--- src/rtl/fp16_rint_pkg.sv ---
// Shared types for the round-to-integral unit.
// Assumes a 3-bit mode code and a two-bit sticky flag set.
package fp16_rint_pkg;
    typedef enum logic [2:0] {
        RM_NEAR_EVEN = 3'd0,
        RM_DOWN      = 3'd1,
        RM_UP        = 3'd2,
        RM_ZERO      = 3'd3,
        RM_NEAR_AWAY = 3'd4
    } rint_mode_e;

    localparam int FLG_W  = 2;
    localparam int FLG_NX = 0;
    localparam int FLG_NV = 1;
endpackage

--- src/rtl/rint_mode_pick.sv ---
// Resolves the effective rounding mode from the forced and dynamic codes.
// Assumes codes 5..7 are reserved and behave as ties-to-even.
module rint_mode_pick
    import fp16_rint_pkg::*;
(
    input  logic [2:0]  sel_i,
    input  logic [2:0]  dyn_i,
    input  logic        use_dyn_i,
    output rint_mode_e  rmode_o
);
    logic [2:0] code;

    // choose the source and map the code onto a known mode
    always_comb begin
        code = use_dyn_i ? dyn_i : sel_i;
        case (code)
            3'd1:    rmode_o = RM_DOWN;
            3'd2:    rmode_o = RM_UP;
            3'd3:    rmode_o = RM_ZERO;
            3'd4:    rmode_o = RM_NEAR_AWAY;
            default: rmode_o = RM_NEAR_EVEN;
        endcase
    end
endmodule

--- src/rtl/rint_core.sv ---
// Combinational rounding of one binary floating-point value to an integer.
// Assumes IEEE field layout; reports invalid and inexact raises, no state.
module rint_core
    import fp16_rint_pkg::*;
#(
    parameter int EXP_W = 5,
    parameter int MAN_W = 10
) (
    input  logic [EXP_W+MAN_W:0]  op_i,
    input  rint_mode_e            rmode_i,
    output logic [EXP_W+MAN_W:0]  res_o,
    output logic                  raise_nv_o,
    output logic                  raise_nx_o
);
    localparam int W       = 1 + EXP_W + MAN_W;
    localparam int MAG_W   = EXP_W + MAN_W;
    localparam int BIAS    = (1 << (EXP_W - 1)) - 1;
    localparam int SH_BASE = BIAS + MAN_W;
    localparam logic [EXP_W-1:0] EMAX   = '1;
    localparam logic [W-1:0]     QBIT   = W'(1) << (MAN_W - 1);
    localparam logic [MAG_W-1:0] ONE_MG = {EXP_W'(BIAS), {MAN_W{1'b0}}};

    logic             sgn;
    logic [EXP_W-1:0] expf;
    logic [MAN_W-1:0] manf;
    logic [MAG_W-1:0] mag, unit, mask, frac, half, trunc;
    logic [EXP_W:0]   sh;
    logic             lsb, rnd_up;

    // classify the operand and form the rounded result
    always_comb begin
        sgn        = op_i[W-1];
        expf       = op_i[W-2:MAN_W];
        manf       = op_i[MAN_W-1:0];
        mag        = op_i[MAG_W-1:0];
        sh         = (EXP_W+1)'(SH_BASE) - {1'b0, expf};
        unit       = MAG_W'(1) << sh;
        mask       = unit - MAG_W'(1);
        frac       = mag & mask;
        half       = unit >> 1;
        trunc      = mag & ~mask;
        lsb        = |(mag & unit);
        rnd_up     = 1'b0;
        res_o      = op_i;
        raise_nv_o = 1'b0;
        raise_nx_o = 1'b0;
        if (expf == EMAX) begin
            if (manf != '0 && !manf[MAN_W-1]) begin
                raise_nv_o = 1'b1;
                res_o      = op_i | QBIT;
            end
        end else if (mag == '0) begin
            res_o = op_i;
        end else if ({1'b0, expf} >= (EXP_W+1)'(SH_BASE)) begin
            res_o = op_i;
        end else if (expf < EXP_W'(BIAS)) begin
            raise_nx_o = 1'b1;
            case (rmode_i)
                RM_NEAR_EVEN: rnd_up = (expf == EXP_W'(BIAS - 1)) && (manf != '0);
                RM_NEAR_AWAY: rnd_up = (expf == EXP_W'(BIAS - 1));
                RM_DOWN:      rnd_up = sgn;
                RM_UP:        rnd_up = !sgn;
                default:      rnd_up = 1'b0;
            endcase
            res_o = {sgn, rnd_up ? ONE_MG : {MAG_W{1'b0}}};
        end else begin
            raise_nx_o = (frac != '0);
            case (rmode_i)
                RM_NEAR_EVEN: rnd_up = (frac > half) || ((frac == half) && lsb);
                RM_NEAR_AWAY: rnd_up = (frac >= half);
                RM_DOWN:      rnd_up = sgn && (frac != '0);
                RM_UP:        rnd_up = !sgn && (frac != '0);
                default:      rnd_up = 1'b0;
            endcase
            res_o = {sgn, trunc + (rnd_up ? unit : {MAG_W{1'b0}})};
        end
    end
endmodule

--- src/rtl/fp16_rint.sv ---
// Round-to-integral unit: mode pick, rounding core, result and sticky flags.
// Assumes one operand per strobe; result and flags land one cycle later.
module fp16_rint
    import fp16_rint_pkg::*;
#(
    parameter int EXP_W = 5,
    parameter int MAN_W = 10
) (
    input  logic                  clk,
    input  logic                  rst_n,
    input  logic                  in_valid,
    input  logic [EXP_W+MAN_W:0]  in_op,
    input  logic [2:0]            mode_sel,
    input  logic                  use_dyn,
    input  logic [2:0]            dyn_rmode,
    input  logic                  exact,
    output logic [EXP_W+MAN_W:0]  res_o,
    output logic                  out_valid,
    output logic [FLG_W-1:0]      flags_o
);
    localparam int W     = 1 + EXP_W + MAN_W;
    localparam int MAG_W = EXP_W + MAN_W;
    localparam int BIAS  = (1 << (EXP_W - 1)) - 1;

    rint_mode_e       rmode;
    logic [W-1:0]     core_res, res_q;
    logic             core_nv, core_nx, vld_q;
    logic [FLG_W-1:0] flags_q;

    rint_mode_pick u_pick (
        .sel_i     (mode_sel),
        .dyn_i     (dyn_rmode),
        .use_dyn_i (use_dyn),
        .rmode_o   (rmode)
    );

    rint_core #(.EXP_W(EXP_W), .MAN_W(MAN_W)) u_core (
        .op_i       (in_op),
        .rmode_i    (rmode),
        .res_o      (core_res),
        .raise_nv_o (core_nv),
        .raise_nx_o (core_nx)
    );

    // capture the result and valid on each strobe
    always_ff @(posedge clk) begin
        if (!rst_n) begin
            res_q <= '0;
            vld_q <= 1'b0;
        end else begin
            vld_q <= in_valid;
            if (in_valid) res_q <= core_res;
        end
    end

    // accumulate sticky flags; inexact only from the exact variant
    always_ff @(posedge clk) begin
        if (!rst_n) begin
            flags_q <= '0;
        end else if (in_valid) begin
            flags_q[FLG_NV] <= flags_q[FLG_NV] | core_nv;
            flags_q[FLG_NX] <= flags_q[FLG_NX] | (exact & core_nx);
        end
    end

    assign res_o     = res_q;
    assign out_valid = vld_q;
    assign flags_o   = flags_q;

    logic [EXP_W-1:0] chk_exp;
    logic [EXP_W:0]   chk_sh;
    logic [MAG_W-1:0] chk_mask;

    // fractional-bit mask of the registered result, for checking only
    always_comb begin
        chk_exp  = res_q[W-2:MAN_W];
        chk_sh   = (EXP_W+1)'(BIAS + MAN_W) - {1'b0, chk_exp};
        chk_mask = (MAG_W'(1) << chk_sh) - MAG_W'(1);
    end


    nx_hold_chk: assert property (@(posedge clk) disable iff (!rst_n)
        (in_valid && !exact && !flags_q[FLG_NX]) |=> !flags_q[FLG_NX]);


    sticky_chk: assert property (@(posedge clk) disable iff (!rst_n)
        1'b1 |=> ((flags_q & $past(flags_q)) == $past(flags_q)));


    tiny_zero_chk: assert property (@(posedge clk) disable iff (!rst_n)
        (out_valid && (chk_exp < EXP_W'(BIAS))) |-> (res_q[MAG_W-1:0] == '0));


    integral_chk: assert property (@(posedge clk) disable iff (!rst_n)
        (out_valid && (chk_exp >= EXP_W'(BIAS)) && ({1'b0, chk_exp} < (EXP_W+1)'(BIAS + MAN_W)))
        |-> ((res_q[MAG_W-1:0] & chk_mask) == '0));


    snan_chk: assert property (@(posedge clk) disable iff (!rst_n)
        (in_valid && (in_op[W-2:MAN_W] == '1) && (in_op[MAN_W-1:0] != '0) && !in_op[MAN_W-1])
        |=> (flags_q[FLG_NV] && res_q[MAN_W-1] && (res_q[MAN_W-2:0] == $past(in_op[MAN_W-2:0]))));


    hold_chk: assert property (@(posedge clk) disable iff (!rst_n)
        !in_valid |=> (!out_valid && $stable(res_q)));
endmodule

--- config.mk ---
export PLATFORM = sky130hd
export DESIGN_NAME = fp16_rint
export DESIGN_NICKNAME = d
export VERILOG_FILES = /design/src/rtl/fp16_rint_pkg.sv /design/src/rtl/rint_mode_pick.sv /design/src/rtl/rint_core.sv /design/src/rtl/fp16_rint.sv
export SDC_FILE = /design/constraint.sdc
export NUM_CORES = 1
export LEC_CHECK = 0
export ABC_AREA = 0
export BUFFER_PORTS_ARGS = -buffer_cell sky130_fd_sc_hd__buf_2
export CAP_MARGIN = 20
export CORE_MARGIN = 2
export CORE_UTILIZATION = 65
export CTS_BUF_LIST = sky130_fd_sc_hd__clkbuf_8
export CTS_CLUSTER_DIAMETER = 100
export DETAILED_ROUTE_END_ITERATION = 8
export PLACE_DENSITY = 0.89
export SLEW_MARGIN = 20
export SYNTH_ARGS = -nofsm -noshare
export SYNTH_HDL_FRONTEND = slang
export SYNTH_SLANG_ARGS = --single-unit
--- constraint.sdc ---
create_clock -name clk -period 10.6 [get_ports clk]
set_input_delay 0.53 -clock clk [delete_from_list [all_inputs] [get_ports clk]]
set_output_delay 0.53 -clock clk [all_outputs]
set_load 0.03 [all_outputs]
Word-level counts from Yosys, hierarchy flattened
Cells that the tools add are included.
{ "totals": {"register_bits": 19, "in_bits": 27, "output_inout_bits": 19, "wordCells": 66} }
{ "op_classes": {"n_addsub": 3, "magnitude_cmp": 4, "eq_ne": 10, "shifts": 1, "mux": 25, "bitwise": 7, "n_reduce_logical": 13} }
{ "ops": {"columns": ["operator", "count"], "rows": [
  ["$mux W15", 5],
  ["$and A15 B15 Y15", 3],
  ["$add A15 B15 Y15", 1],
  ["$eq A15 B14 Y1", 1],
  ["$ge A15 B14 Y1", 1],
  ["$gt A15 B14 Y1", 1],
  ["$logic_not A15 Y1", 1],
  ["$not A15 Y15", 1],
  ["$reduce_bool A15 Y1", 1],
  ["$reduce_or A15 Y1", 1],
  ["$shl A1 B6 Y15 const A", 1],
  ["$sub A15 B1 Y15 const B", 1],
  ["$mux W1", 14],
  ["$mux W14", 1],
  ["$pmux W3 S4", 1],
  ["$mux W10", 1],
  ["$reduce_bool A10 Y1", 1],
  ["$eq A3 B2 Y1 const B", 3],
  ["$pmux W1 S4", 2],
  ["$eq A3 B1 Y1 const B", 2],
  ["$eq A3 B3 Y1 const B", 2],
  ["$sub A5 B5 Y6 const A", 1],
  ["$eq A5 B4 Y1 const B", 1],
  ["$eq A5 B5 Y1 const B", 1],
  ["9 further kinds", 15]
]} }

Logic depth before layout (Yosys ltp)
Gate-level depths: netlist of the first run.
{ "depth": {"word_depth": 18, "depth_mapped": 37, "depth_no_buf": 33} }

Modules after synthesis
Synthesis of the first run repeated with hierarchy kept, for this count alone.
{ "hier_totals": {"cells_unflattened": 449, "hier_area_um2": 3276.9} }
{ "modules_own_cells": {"columns": ["module", "instances", "cells_each", "area_each_um2", "seq_area_each_um2"], "rows": [
  ["rint_core", 1, 382, 2513.7, 0.0],
  ["fp16_rint", 1, 58, 706.9, 380.4],
  ["rint_mode_pick", 1, 9, 56.3, 0.0]
]} }

Least setup slack after synthesis of the first run
No wires, ideal clock.
{ "synth_timing": {"path_type": "input to register", "from": "input in_op[12]", "to": "register res_q[14] (netlist: res_o[14])", "setup_ns": 0.128, "t_arrival_ns": 6.843, "t_required_ns": 10.472, "path_slack_ns": 3.629, "path_stages": 36, "path_buffers": 4, "cell_sequence": "clkbuf_1 > inv_1 > ha_1 > nand3b_1 > and3_1 > buf_2 > nand3_1 > ha_1 > clkbuf_1 > o211ai_2 > o21a_1 > o21ai_1 > inv_1 > ha_1 > nand3_1 > nor4_1 > o211ai_1 > a221oi_1 > nand4b_1 > a211oi_2 > o21bai_1 > clkbuf_1 > nor2b_1 > ha_1 > inv_1 > fa_1 > nor2b_1 > o21ai_0 > a21oi_1 > o41ai_1 > o21ai_0 > o41ai_1 > o21a_1 > a311oi_1 > mux2i_1 > o211ai_1"} }
{ "synth_between": {"elab_chain_cells": 18, "word_cells_on_any_way": 31} }
{ "synth_rtl": {"columns": ["item", "line", "source"], "rows": [
  ["start: declaration", "fp16_rint.sv:12", "input logic [EXP_W+MAN_W:0] in_op,"],
  ["parallel branches: the longest is 17 deep, another holds $sub A15 B1 Y15", null, null],
  ["$mux W15 *", "rint_core.sv:47", "if (expf == EMAX) begin"],
  ["end signal: assignment", "fp16_rint.sv:52", "if (in_valid) res_q <= core_res;"],
  ["end: declaration", "fp16_rint.sv:26", "logic [W-1:0] core_res, res_q;"]
]} }
Mark *: on every way between the ends. The select of a mux whose other input is x is not followed.
A chain may end at the register's enable or synchronous reset.

Final worst setup path of the first run
{ "layout_timing": {"from": "input in_op[11]", "to": "register res_q[14] (netlist: res_o[14])"} }
The elaborated chain is that of the path after synthesis.

==> implementation parameters, run 1 <==
Parameter                              Value

Clock tree
  Reg clk slew, reported paths ... 0.07 ns
  Clock Latency Late Sink ... 0.26 ns
  Setup fix buffers added after clock tree synthesis ... 0
  Max Root-Sink Buffers ... 2
  Deepest level of the CTS H-tree ... 1
  Clock buffer count from CTS ... 3
  Sinks on Clock Net ... 19
  Number of resized instances in the post-cts repair step ... 0
  Cell at the root of the clock tree ... sky130_fd_sc_hd__clkbuf_8
  Clock tree from TritonCTS ... done
  Hold-fix buffer count after cts ... 0

Yosys
  Cell type contributing the most total cell area after synthesis ... sky130_fd_sc_hd__ha_1
  Post-synthesis sequential element count ... 19
  Number of flops mapped to enable cells by yosys ... 0
  Ys async rst share ... 0
  Seq/Total Area, Yosys ... 0.117
  Top-area cell type share of the netlist area ... 0.120
  Primary flip-flop cell chosen by synthesis mapping ... sky130_fd_sc_hd__dfxtp_1
  Yosys warns ... 0
  Post-Synthesis Cells ... 448
  Library cells used by synthesis ... 84
  Cell types with the largest area share after synthesis ... sky130_fd_sc_hd__ha_1, sky130_fd_sc_hd__dfxtp_1, sky130_fd_sc_hd__nand2_1
  Syn avg cell area ... 7.24 µm²
  Mapped Area ... 3240 µm²
  Post-Syn Nets ... 507

STA
  Max-Slew Margin vs Limit ... 0.496
  Setup repair after global routing missed its margin ... no
  Worst clock skew ... 0 ns
  Endpoints failing hold ... 0
  Min setup slack post-route ... 2.21 ns
  Share of the clock period used by the worst path ... 0.792
  Final Hold Slack ... 0.469 ns
  Slew at the pin closest to its max-slew limit ... 0.757 ns
  Max-slew violation count ... 0
  Setup total negative slack ... 0 ns
  Final setup violation count ... 0
  Max Clock Freq ... 119 MHz
  Final Critical Period ... 8.39 ns

Critical path
  Crit Reg-Reg Endpoint ... res_o[14]
  Depth of the worst register-to-register path ... 5
  Critical path peak fanout ... 22
  Required time at the endpoint of the critical path ... 10.74 ns
  Reg2reg setup slack ... 9.27 ns
  Kind of critical path ... in2reg
  Biggest cell delay along the critical path ... 0.76 ns
  End point of the critical path ... res_o[14]
  Slowest stage cell on the critical path ... sky130_fd_sc_hd__ha_1
  Worst flop-to-flop path startpoint ... res_o[14]
  Launching element of the worst setup path ... in_op[11]
  Worst Setup End Kind ... register
  Kind of start point of the critical path ... input pin
  Arrival time at the worst endpoint ... 8.54 ns
  Most Frequent Cell on Critical Path ... sky130_fd_sc_hd__ha_1

Run status
  Result of the run ... complete, no violations

Drt
  Vias ... 3705
  Routed len/inst ... 19.2 µm
  Total detailed-routing wirelength ... 10.3 mm
  Remaining design rule violation count ... 0
  Antenna viol nets, final ... 0
  Initial DRC Count ... 382
  Via count normalized by instance count ... 6.87
  Router iterations before antenna repair ... 5

Floorplan
  Width of the chip ... 74.6 µm
  Total Die Area ... 5570 µm²
  # rows ... 25
  Area of the core region ... 4750 µm²
  Height of the chip ... 74.6 µm
  Count of boundary I/O pins ... 46
  Starting density of the core ... 0.682

Placed design
  Placer's final routability congestion estimate ... 1.00
  Placement-stage worst setup slack ... 2.33 ns
  Number of placed cells counting well taps ... 535
  Number of buffers inserted by port buffering ... 45
  Post-DP HPWL ... 7.96 mm
  Placement-stage cell area ... 3430 µm²

GRT
  Initial antenna violation count ... 0
  Maximum number of pins on one net before global-route repair ... 30
  Global-route wire length before repair ... 16.6 mm
  Global router's overall resource usage ... 0.385
  Vias in the first global route ... 3387
  Grt ovf ... 0

Layout
  Area added between synthesis and finish ... 7.18%
  Antenna diodes ... 0
  Area of all placed cells without fillers ... 3470 µm²
  Number of standard cells in the layout, taps in and fillers out ... 539
  Nets ... 532
  Fraction of final layout cells sized beyond drive strength 1 ... 0.150

Pwr
  Power Density ... 76.6 nW/µm²
  Leak Pwr ... 1.50 nW
  Worst-case vdd ir drop ... 0.0000837 V

Hold path
  Worst Hold Class ... reg2reg

Flow run
  Max-cap violations ... 0
## Yosys cell counts, types with 4 or more instances
master / n
sky130_fd_sc_hd__nor4_1: 6
sky130_fd_sc_hd__a221oi_1: 6
sky130_fd_sc_hd__o21ai_0: 20
sky130_fd_sc_hd__or2_2: 4
sky130_fd_sc_hd__nor2b_1: 16
sky130_fd_sc_hd__o31ai_1: 4
sky130_fd_sc_hd__a31oi_1: 7
sky130_fd_sc_hd__buf_2: 7
sky130_fd_sc_hd__xor2_1: 6
sky130_fd_sc_hd__o211a_1: 5
sky130_fd_sc_hd__ha_1: 31
sky130_fd_sc_hd__nand3_1: 18
sky130_fd_sc_hd__mux2i_1: 7
sky130_fd_sc_hd__a211oi_1: 4
sky130_fd_sc_hd__xnor2_1: 10
sky130_fd_sc_hd__inv_1: 23
sky130_fd_sc_hd__nor3_1: 13
sky130_fd_sc_hd__o21a_1: 8
sky130_fd_sc_hd__nor3b_1: 5
sky130_fd_sc_hd__a21oi_1: 25
sky130_fd_sc_hd__nand4_1: 6
sky130_fd_sc_hd__nand2_1: 39
sky130_fd_sc_hd__and3_1: 8
sky130_fd_sc_hd__nand3b_1: 4
sky130_fd_sc_hd__and2_1: 17
sky130_fd_sc_hd__dfxtp_1: 19
sky130_fd_sc_hd__clkbuf_1: 12
sky130_fd_sc_hd__nor2_1: 37
## worst min path at each step
stage | from | to | slack, ns | depth (start not counted)
after floorplan | res_o[5] | res_o[5] | 0.60 | 2
after global placement | flags_o[0] | flags_o[0] | 0.44 | 1
after detailed placement | flags_o[0] | flags_o[0] | 0.45 | 1
after CTS | flags_o[1] | flags_o[1] | 0.47 | 1
after global routing | flags_o[1] | flags_o[1] | 0.48 | 1
final | flags_o[1] | flags_o[1] | 0.47 | 1
## area by class of cell
type / instances / area, µm²
Sequential cell: 19 / 380
Inverter: 24 / 90.1
Timing Repair Buffer: 45 / 225
Multi-Input combinational cell: 380 / 2650
Clock inverter: 1 / 3.75
Clock buffer: 3 / 41.3
Tap cell: 67 / 83.8
Fill cell: 425 / 1280
## sequential cells by signal (all words and copies together) (netlist names)
name       flops
res_o         16
out_valid      1
flags_o        2
## per-stage QoR
step / power (mW) / utilization
3_5_place_dp: 0.211 / 0.721
2_1_floorplan: 0.177 / -
3_3_place_gp: 0.209 / 0.721
6_report: 0.266 / 0.731
5_1_grt: 0.280 / 0.731
4_1_cts: 0.261 / 0.731
## kinds of logic (layout without fill, tap and decap cells)
group,Yosys count,count (layout),share of synthesized area
adder cells (fa/ha/maj),33,33,0.129
AND/OR/NAND/NOR,196,196,0.335
XOR/XNOR,16,16,0.0432
AO/OA/AOI/OAI,127,127,0.285
buffers and inverters,49,73,0.0652
flip-flops,19,19,0.117
multiplexers,8,8,0.0251
## report_power, final
group          switching (mW)  internal [mW]  total, mW
sequential            0.00217         0.0760     0.0781
clock                  0.0262         0.0259     0.0521
combinational          0.0882         0.0476      0.136
total                   0.117          0.149      0.266
## critical path, delay by kind of cell
kind                     cells  cell delay [ns]
AO/OA/AOI/OAI               15             3.66
buffers and inverters        5             0.97
adder cells (fa/ha/maj)      5             1.89
multiplexers                 1             0.23
AND/OR/NAND/NOR              6             1.26
## layer usage
layer  up-vias  wire length [µm]  GRT usage  share of wire
li1       1725                 -          -              -
met1      1722              4350      0.507           0.42
met2       226              4800      0.644           0.46
met3        32               892     0.0696          0.086
met4         0               310      0.115          0.030
met5         -                 0          0              0
## layout by cell type (no fill, tap or decap), drive strengths merged, types with 8 or more instances in the layout
cell   count
nand2     39
inv       25
nor2b     16
nor2      37
o21ai     24
nor3      14
and2      17
nand3     19
buf       45
xnor2     10
a31oi      8
ha        31
a21oi     25
dfxtp     19
o21a       8
and3       8
No activity file was read; power rests on OpenSTA's default activity.
==> inputs of run 2 (changes only) <==
--- a/config.mk
+++ b/config.mk
@@ -5,15 +5,15 @@
 export SDC_FILE = /design/constraint.sdc
 export NUM_CORES = 1
 export LEC_CHECK = 0
-export ABC_AREA = 0
+export ABC_AREA = 1
 export BUFFER_PORTS_ARGS = -buffer_cell sky130_fd_sc_hd__buf_2
 export CAP_MARGIN = 20
 export CORE_MARGIN = 2
-export CORE_UTILIZATION = 65
+export CORE_UTILIZATION = 60
 export CTS_BUF_LIST = sky130_fd_sc_hd__clkbuf_8
 export CTS_CLUSTER_DIAMETER = 100
 export DETAILED_ROUTE_END_ITERATION = 8
-export PLACE_DENSITY = 0.89
+export PLACE_DENSITY = 0.83
 export SLEW_MARGIN = 20
 export SYNTH_ARGS = -nofsm -noshare
 export SYNTH_HDL_FRONTEND = slang
==> constraint.sdc (replaced) <==
create_clock -name clk -period 8 [get_ports clk]
set_input_delay 0.4 -clock clk [delete_from_list [all_inputs] [get_ports clk]]
set_output_delay 0.4 -clock clk [all_outputs]
set_load 0.03 [all_outputs]
==> implementation parameters, run 2 <==
Parameter                              Value

STA
  Endpoints failing hold ... 0
  Setup repair after global routing missed its margin ... no
  Max Clock Freq ... 166 MHz
  Final setup violation count ... 0
  Setup total negative slack ... 0 ns
  Slew at the pin closest to its max-slew limit ... 0.877 ns
  Final Hold Slack ... 0.412 ns
  Final Critical Period ... 6.02 ns
  Share of the clock period used by the worst path ... 0.753
  Max-slew violation count ... 0
  Min setup slack post-route ... 1.98 ns
  Max-Slew Margin vs Limit ... 0.415
  Worst clock skew ... 0 ns

Drt
  Antenna viol nets, final ... 0
  Via count normalized by instance count ... 5.70
  Vias ... 3522
  Total detailed-routing wirelength ... 8.79 mm
  Remaining design rule violation count ... 0
  Initial DRC Count ... 288
  Router iterations before antenna repair ... 8
  Routed len/inst ... 14.2 µm

Critical path
  Required time at the endpoint of the critical path ... 8.16 ns
  Arrival time at the worst endpoint ... 6.18 ns
  Reg2reg setup slack ... 7.32 ns
  Kind of critical path ... in2reg
  Worst flop-to-flop path startpoint ... res_o[9]
  Kind of start point of the critical path ... input pin
  Critical path peak fanout ... 14
  Worst Setup End Kind ... register
  Cell type group with the largest total delay on the critical path ... simple AND/OR/NAND/NOR gates
  Biggest cell delay along the critical path ... 0.37 ns
  Number of buffers and inverters on the critical path ... 11
  Launching element of the worst setup path ... in_op[12]
  Most Frequent Cell on Critical Path ... sky130_fd_sc_hd__nand2_1
  Slowest stage cell on the critical path ... sky130_fd_sc_hd__fa_1

Yosys
  Mapped Area ... 3100 µm²
  Post-synthesis sequential element count ... 19
  Yosys warns ... 0
  Cell type contributing the most total cell area after synthesis ... sky130_fd_sc_hd__ha_1
  Top-area cell type share of the netlist area ... 0.125
  Primary flip-flop cell chosen by synthesis mapping ... sky130_fd_sc_hd__dfxtp_1
  Number of flops mapped to enable cells by yosys ... 0
  Seq/Total Area, Yosys ... 0.123
  Top-count cell post-synth ... sky130_fd_sc_hd__nand2_1
  Library cells used by synthesis ... 47
  Top cell types by occurrence after synthesis ... sky130_fd_sc_hd__nand2_1, sky130_fd_sc_hd__inv_1, sky130_fd_sc_hd__nor2_1
  Cell types with the largest area share after synthesis ... sky130_fd_sc_hd__ha_1, sky130_fd_sc_hd__dfxtp_1, sky130_fd_sc_hd__nand2_1
  Post-Synthesis Cells ... 507
  Ys async rst share ... 0
  Syn avg cell area ... 6.11 µm²
  Post-Syn Nets ... 566

Layout
  Most common cell after layout, fill and taps aside ... sky130_fd_sc_hd__nand2_1
  Number of flip-flops under the largest register name ... 16
  Antenna diodes ... 0
  Number of standard cells in the layout, taps in and fillers out ... 618
  Area added between synthesis and finish ... 10.1%
  Fraction of final layout cells sized beyond drive strength 1 ... 0.192
  Commonest cells after routing, fill and taps aside ... sky130_fd_sc_hd__nand2_1, sky130_fd_sc_hd__inv_1, sky130_fd_sc_hd__nor2_1
  Core Util, Final ... 0.676
  Area of all placed cells without fillers ... 3410 µm²
  Nets ... 608

GRT
  Met3 demand-to-capacity share in global routing ... 0.0648
  Global-route wire length before repair ... 14.1 mm
  Met2 global-route usage ... 0.532
  Grt ovf ... 0
  Met1 Usage GRT ... 0.416
  Vias in the first global route ... 3111
  Global router's overall resource usage ... 0.318
  Maximum number of pins on one net before global-route repair ... 27
  Initial antenna violation count ... 0
  Highest-utilization routing layer at the global route stage ... met2

Clock tree
  Max Root-Sink Buffers ... 2
  Sinks on Clock Net ... 19
  Clock Latency Late Sink ... 0.26 ns
  Deepest level of the CTS H-tree ... 1
  Clock tree from TritonCTS ... done
  Clock buffer count from CTS ... 3
  Hold-fix buffer count after cts ... 0
  Cell at the root of the clock tree ... sky130_fd_sc_hd__clkbuf_8
  Number of resized instances in the post-cts repair step ... 0
  Setup fix buffers added after clock tree synthesis ... 0
  Reg clk slew, reported paths ... 0.07 ns

Floorplan
  Starting density of the core ... 0.614
  Width of the chip ... 75.8 µm
  Area of the core region ... 5040 µm²
  # rows ... 26
  Total Die Area ... 5750 µm²
  Count of boundary I/O pins ... 46
  Height of the chip ... 75.8 µm

Hold path
  Launch point of the worst hold path ... in_op[15]
  Worst Hold Class ... in2reg

Placed design
  Placer's final routability congestion estimate ... 1.00
  Number of buffers inserted by port buffering ... 45
  Placement-stage worst setup slack ... 1.85 ns
  Number of placed cells counting well taps ... 614
  Post-DP HPWL ... 7.33 mm
  Placement-stage cell area ... 3360 µm²

Pwr
  Flop pwr share ... 0.287
  Psw ... 0.163 mW
  Leak Pwr ... 1.93 nW
  Power Density ... 105 nW/µm²
  Gate power share ... 0.521
  Net switching fraction of the power ... 0.453
  Post-route total power ... 0.359 mW
  Internal Pwr Total ... 0.196 mW
  Worst-case vdd ir drop ... 0.000108 V
  Clk network pwr share ... 0.192

Run status
  Result of the run ... complete, no violations

Flow run
  Max-cap violations ... 0
-- run 2: changes by cell type in the layout (fill, tap and decap cells not counted), moves of 8 or more --
| cell | delta |
|---|---|
| sky130_fd_sc_hd__nand2_1 | +57 |
| sky130_fd_sc_hd__inv_1 | +54 |
| sky130_fd_sc_hd__nor2_1 | +24 |
| sky130_fd_sc_hd__and2_1 | -17 |
| sky130_fd_sc_hd__nand3_1 | +17 |
| sky130_fd_sc_hd__nor2b_1 | -16 |
| sky130_fd_sc_hd__nor3_1 | -13 |
| sky130_fd_sc_hd__inv_2 | +12 |
| sky130_fd_sc_hd__o21ai_0 | +11 |
| sky130_fd_sc_hd__nand2_2 | +9 |
| sky130_fd_sc_hd__a21oi_1 | +8 |
| sky130_fd_sc_hd__and3_1 | -8 |
-- run 2: layer usage --
metal | part of all wire | routed length [µm]
met1 | 0.43 | 3740
met2 | 0.46 | 4080
met3 | 0.081 | 711
met4 | 0.029 | 251
met5 | 0 | 0
-- run 2: path summary, 6_finish.rpt --
check	cells after the start	endpoint
max	47	res_o[14]
max reg2reg	2	res_o[9]
min	3	res_o[15]
min reg2reg	2	res_o[2]
-- run 2: power groups by stage --
stage	Combinational, mW	Clock (mW)	Sequential [mW]
6_report	0.187	0.0690	0.103
5_1_grt	0.209	0.0718	0.104
4_1_cts	0.184	0.0687	0.103
3_5_place_dp	0.183	0	0.105
3_3_place_gp	0.180	0	0.105
2_1_floorplan	0.129	0	0.117
-- run 2: worst register-to-register path, stage by stage, from the launching register on --
cell and delay (ns):
sky130_fd_sc_hd__dfxtp_1 0.36, sky130_fd_sc_hd__nand2_1 0.06, sky130_fd_sc_hd__a31oi_1 0.19
-- run 2: cell families after synthesis --
| family | share of synthesized area |
|---|---|
| simple gates | 0.399 |
| buf+inv | 0.128 |
| compound gates | 0.183 |
| fa+ha+maj | 0.132 |
| flops | 0.123 |
| xor+xnor | 0.0251 |
| mux | 0.0101 |
-- run 2: layout make-up --
class | instances | area [µm²]
clock buffer | 3 | 41.3
tap | 70 | 87.6
inverter | 93 | 352
fill | 476 | 1630
sequential | 19 | 380
clock inverter | 1 | 5.00
timing repair buffer | 45 | 225
multi-input combinational | 387 | 2320
